**src/rtl/bus_handover_pkg.sv**
```systemverilog
package bus_handover_pkg;
  typedef enum logic [1:0] {
    HS_IDLE   = 2'd0,
    HS_OWNED  = 2'd1,
    HS_RETURN = 2'd2
  } hs_state_e;
endpackage

```
**src/rtl/handover_fsm.sv**
```systemverilog
module handover_fsm
  import bus_handover_pkg::*;
(
  input  logic      clk,
  input  logic      rst_n,
  input  logic      want,
  input  logic      busy,
  output hs_state_e state_q,
  output hs_state_e state_d
);
  always_comb begin
    state_d = state_q;
    unique case (state_q)
      HS_IDLE:   if (want && !busy) state_d = HS_OWNED;
      HS_OWNED:  if (!want)         state_d = HS_RETURN;
      HS_RETURN:                    state_d = HS_IDLE;
      default:                      state_d = HS_IDLE;
    endcase
  end

  always_ff @(posedge clk or negedge rst_n)
    if (!rst_n) state_q <= HS_IDLE;
    else        state_q <= state_d;


  return_one_cycle_chk: assert property (@(posedge clk) disable iff (!rst_n)
    (state_q == HS_RETURN) |=> (state_q == HS_IDLE));

  no_direct_regrant_chk: assert property (@(posedge clk) disable iff (!rst_n)
    (state_q == HS_RETURN) |=> (state_q != HS_OWNED));
endmodule

```
**src/rtl/prio_winner.sv**
```systemverilog
module prio_winner #(
  parameter int CODE_W = 4
) (
  input  logic              clk,
  input  logic              rst_n,
  input  logic              pending,
  input  logic              frozen,
  input  logic [CODE_W-1:0] code,
  output logic [CODE_W-1:0] win_q
);
  logic [CODE_W-1:0] win_d;

  always_comb begin
    if (frozen)       win_d = win_q;
    else if (pending) win_d = (code > win_q) ? code : win_q;
    else              win_d = '0;
  end

  always_ff @(posedge clk or negedge rst_n)
    if (!rst_n) win_q <= '0;
    else        win_q <= win_d;


  winner_frozen_chk: assert property (@(posedge clk) disable iff (!rst_n)
    (frozen && $past(frozen)) |-> $stable(win_q));
endmodule

```
**src/rtl/float_bank.sv**
```systemverilog
module float_bank #(
  parameter int N_GRP = 4
) (
  input  logic             clk,
  input  logic             rst_n,
  input  logic             en_d,
  output logic [N_GRP-1:0] float_q
);
  for (genvar g = 0; g < N_GRP; g++) begin : g_grp
    always_ff @(posedge clk or negedge rst_n)
      if (!rst_n) float_q[g] <= 1'b0;
      else        float_q[g] <= en_d;
  end
endmodule

```
**src/rtl/bus_handover.sv**
```systemverilog
module bus_handover
  import bus_handover_pkg::*;
#(
  parameter int CODE_W = 4
) (
  input  logic              clk,
  input  logic              rst_n,
  input  logic              hold_req_n,
  input  logic              hold_mask,
  input  logic              pm_cycle_busy,
  input  logic [CODE_W-1:0] prio_req_n,
  input  logic              pm_wr_strobe,
  input  logic              pm_out_cycle,
  output logic              hold_ack,
  output logic              addr_float,
  output logic              dout_float,
  output logic              stat_float,
  output logic              ctrl_float,
  output logic [CODE_W-1:0] winner_id,
  output logic              mem_write
);
  localparam int N_GRP = 4;

  hs_state_e        state_q, state_d;
  logic             want;
  logic [N_GRP-1:0] fl_q;

  assign want = !hold_req_n && !hold_mask;

  handover_fsm u_fsm (
    .clk(clk), .rst_n(rst_n), .want(want), .busy(pm_cycle_busy),
    .state_q(state_q), .state_d(state_d)
  );

  prio_winner #(.CODE_W(CODE_W)) u_win (
    .clk(clk), .rst_n(rst_n),
    .pending(state_q == HS_IDLE && !hold_req_n),
    .frozen(state_q == HS_OWNED && state_d == HS_OWNED),
    .code(~prio_req_n), .win_q(winner_id)
  );

  float_bank #(.N_GRP(N_GRP)) u_fl (
    .clk(clk), .rst_n(rst_n), .en_d(state_d == HS_OWNED), .float_q(fl_q)
  );

  assign addr_float = fl_q[0];
  assign dout_float = fl_q[1];
  assign stat_float = fl_q[2];
  assign ctrl_float = fl_q[3];
  assign hold_ack   = (state_q != HS_IDLE);
  assign mem_write  = pm_wr_strobe && !pm_out_cycle;


  grant_at_boundary_chk: assert property (@(posedge clk) disable iff (!rst_n)
    $rose(hold_ack) |-> $past(!hold_req_n && !hold_mask && !pm_cycle_busy));

  float_needs_ack_chk: assert property (@(posedge clk) disable iff (!rst_n)
    (addr_float || dout_float || stat_float || ctrl_float) |-> hold_ack);

  ack_drops_last_chk: assert property (@(posedge clk) disable iff (!rst_n)
    $fell(hold_ack) |-> $past(!addr_float && !ctrl_float));

  groups_together_chk: assert property (@(posedge clk) disable iff (!rst_n)
    (addr_float == ctrl_float) && (dout_float == stat_float) && (addr_float == dout_float));
endmodule

```
**config.mk**
```make
export PLATFORM = sky130hd
export DESIGN_NAME = bus_handover
export DESIGN_NICKNAME = d
export VERILOG_FILES = /design/src/rtl/bus_handover_pkg.sv /design/src/rtl/handover_fsm.sv /design/src/rtl/prio_winner.sv /design/src/rtl/float_bank.sv /design/src/rtl/bus_handover.sv
export SDC_FILE = /design/constraint.sdc
export NUM_CORES = 1
export LEC_CHECK = 0
export ABC_AREA = 0
export BUFFER_PORTS_ARGS = -buffer_cell sky130_fd_sc_hd__buf_2
export CORE_AREA = 4 4 41 43
export CTS_CLUSTER_DIAMETER = 40
export DETAILED_ROUTE_END_ITERATION = 8
export DIE_AREA = 0 0 45 47
export MAX_ROUTING_LAYER = met4
export PLACE_DENSITY = 0.62
export REMOVE_ABC_BUFFERS = 1
export SLEW_MARGIN = 20
export SYNTH_ARGS = -nofsm -noshare
export SYNTH_HDL_FRONTEND = slang
export SYNTH_SLANG_ARGS = --single-unit
```
**constraint.sdc**
```tcl
create_clock -name clk -period 5 [get_ports clk]
set_clock_uncertainty 0.1 [all_clocks]
set_input_delay 0.75 -clock clk [delete_from_list [all_inputs] [get_ports clk]]
set_output_delay 0.75 -clock clk [all_outputs]
set_load 0.03 [all_outputs]
```
==> impl_metrics.ini <==
[status]
status = finished clean

[power]
p_switching_uw = 62.7
p_leak_nw = 0.324
comb_power_share_pct = 33.2
clock_power_share_pct = 29.0
p_sw_share_pct = 35.6
power.density_mw_per_mm2 = 296
power_frac_seq_pct = 37.9
peakVddDrop_mv = 0.135
intPower_uw = 113

[worst_setup_path]
rr_startpoint = u_win.win_q[2]
startpoint = prio_req_n[2]
critPathArrivalTime_ns = 2.18
cp-endpoint = u_win.win_q[3]
cp-start-kind = input pin
rr_endpoint = u_win.win_q[3]
worstPathMaxFanout = 8
required_ns = 5.03
criticalPathCategory = input pin to flop
rrSetupSlack_ns = 3.04
end_kind = flop
r2r_cells = 6

[detailed_routing]
detail_route.wl_per_cell_um = 11.4
first_pass_iters = 4
via_count = 448
vias_per_cell = 5.09
postRouteAntennaNets = 0
postRouteWirelength_um = 1010
drtIter0Drc = 6
drc_errors = 0

[clock_network]
post_cts_buffers = 0
clk_latency_ns = 0.25
h-tree-depth = 1
holdBufCountCts = 0
clkTransAtPathRegs_ns = 0.05
ctsResizeCount = 0
root_buffer = clkbuf_4
cts-buffers-inserted = 3
cts_tree = built
cts.sinks = 7
clk_path_buf_depth = 2

[placed_design]
place_congestion = 0.740
post-dp-hpwl_um = 834
dpl-instance-area_sq_um = 568
pre_cts_ws_ns = 2.56
io_buffers = 20

[global_routing]
antenna_found_initial = 0
overflow = 0
grt_pass1_vias = 407
grt_max_degree = 9
grtUsageTotal_pct = 12.0
grt_pass1_wl_um = 1750

[floorplan]
row_count = 13
die_x_um = 45
die_y_um = 47
core_area_sq_mm = 0.00130
start_util_pct = 36.2
die_area_sq_mm = 0.00212
pin_count = 21

[yosys]
synth_cell_type_count = 19
ys_seq_area_share_pct = 37.1
synthCells = 52
ys_ff_latch = 7
synth_edf_count = 0
synthArstFlopShare_pct = 100
ys_warn_count = 0
synth_largest_area_cell = dfrtp_1
avgSynthCellArea_sq_um = 9.07
netlist_top_cells_count = dfrtp_1 (7), inv_1 (7), nor2_1 (5)
synth_area_sq_um = 472
synthTopCellsByArea = dfrtp_1 (37%), ha_1 (11%), o211ai_1 (6.4%)
yosysTopAreaCellShare_pct = 37.1
ys.flop_type = dfrtp_1

[timing]
finalHoldViolations = 0
worst_pin_slew_ns = 0.491
drv_slew = 0
layout_setup_ws_ns = 2.85
relSlewSlack_pct = 67.0
grt_setup_unrepaired = false
setup_viol = 0
fmax_mhz = 464
period_minus_slack_ns = 2.15
fin_tns_setup_ns = 0
min_period_over_period_pct = 43.1
holdWs_ns = 0.225

[final_layout]
finish.utilization_pct = 45.7
syn_to_final_growth_pct = 26.0
drive_above_1_share_pct = 35.6
num_antenna_cells = 0
fin_nets = 89
design_area_sq_um = 594

[job]
drv_cap = 0

[min_path]
hold_path_class = input pin to async pin
-- cells in the final DEF, fill, tap and decap left out --
| cell | instances |
|---|---|
| dfrtp_1 | 7 |
| inv_1 | 7 |
| or3_1 | 1 |
| nor2b_1 | 1 |
| a2111oi_4 | 1 |
| or2_2 | 1 |
| nand2_1 | 4 |
| nor3_1 | 1 |
| nor2_1 | 5 |
| ha_1 | 4 |
| o21ai_0 | 1 |
| nand3_1 | 4 |
| and3b_2 | 1 |
| nand4_1 | 1 |
| o211ai_1 | 4 |
| buf_2 | 20 |
| clkbuf_1 | 1 |
| or4_1 | 4 |
| nand2b_1 | 1 |
| o21ai_1 | 1 |
| clkbuf_4 | 3 |
-- sequential cells by signal, summed over array words and instances, names as in the netlist --
register       flops
u_fl.float_q       1
u_win.win_q        4
u_fsm.state_q      2
-- critical path, cell delays in order --
cell and delay (ns):
buf_2 0.09, inv_1 0.04, ha_1 0.34, and3b_2 0.25, a2111oi_4 0.45, or4_1 0.19
nand3_1 0.07
-- routing by layer --
metal | vias up | global-route usage (%) | part of all wire (%)
met2 | 16 | 18.6 | 47
li1 | 225 | - | -
met5 | - | - | 0
met4 | 0 | 5.26 | 1.2
met1 | 205 | 14.5 | 44
met3 | 2 | 3.45 | 7.5
-- kinds of logic after synthesis --
kind of cell / count (synthesis) / share of synthesized area (%)
AND/OR/NAND/NOR: 24 / 27.6
buffers and inverters: 10 / 10.3
AO/OA/AOI/OAI: 7 / 14.3
flip-flops: 7 / 37.1
adder cells (fa/ha/maj): 4 / 10.6
-- power by group through the flow --
stage / clock, mW / combinational (mW) / sequential (mW)
after CTS: 0.0530 / 0.0594 / 0.0668
final: 0.0510 / 0.0584 / 0.0667
after global placement: 0 / 0.0582 / 0.0677
after global routing: 0.0552 / 0.0644 / 0.0680
after floorplan: 0 / 0.0297 / 0.0783
after detailed placement: 0 / 0.0591 / 0.0677
-- through the flow --
step                std cells  power, mW
global placement           84      0.126
finish                     88      0.176
CTS                        88      0.179
floorplan                  49      0.108
detailed placement         84      0.127
global route               88      0.188
-- area by class of cell --
cell class | count | area, sq um
clock buffer | 4 | 26.3
fill | 144 | 707
inverter | 7 | 26.3
multi-input combinational | 35 | 248
sequential | 7 | 175
tap | 15 | 18.8
timing repair buffer | 20 | 100
-- worst min path at each step --
| stage | endpoint | cells past startpoint | slack (ns) |
|---|---|---|---|
| 2_1_floorplan | u_fl.float_q[3] | 0 | 0.35 |
| 3_3_place_gp | u_fl.float_q[3] | 1 | 0.39 |
| 3_5_place_dp | u_fsm.state_q[0] | 1 | 0.38 |
| 4_1_cts | u_win.win_q[3] | 1 | 0.22 |
| 5_1_grt | u_fsm.state_q[0] | 1 | 0.23 |
| 6_report | u_fsm.state_q[0] | 1 | 0.22 |
Power figures use the tool's default switching activity.
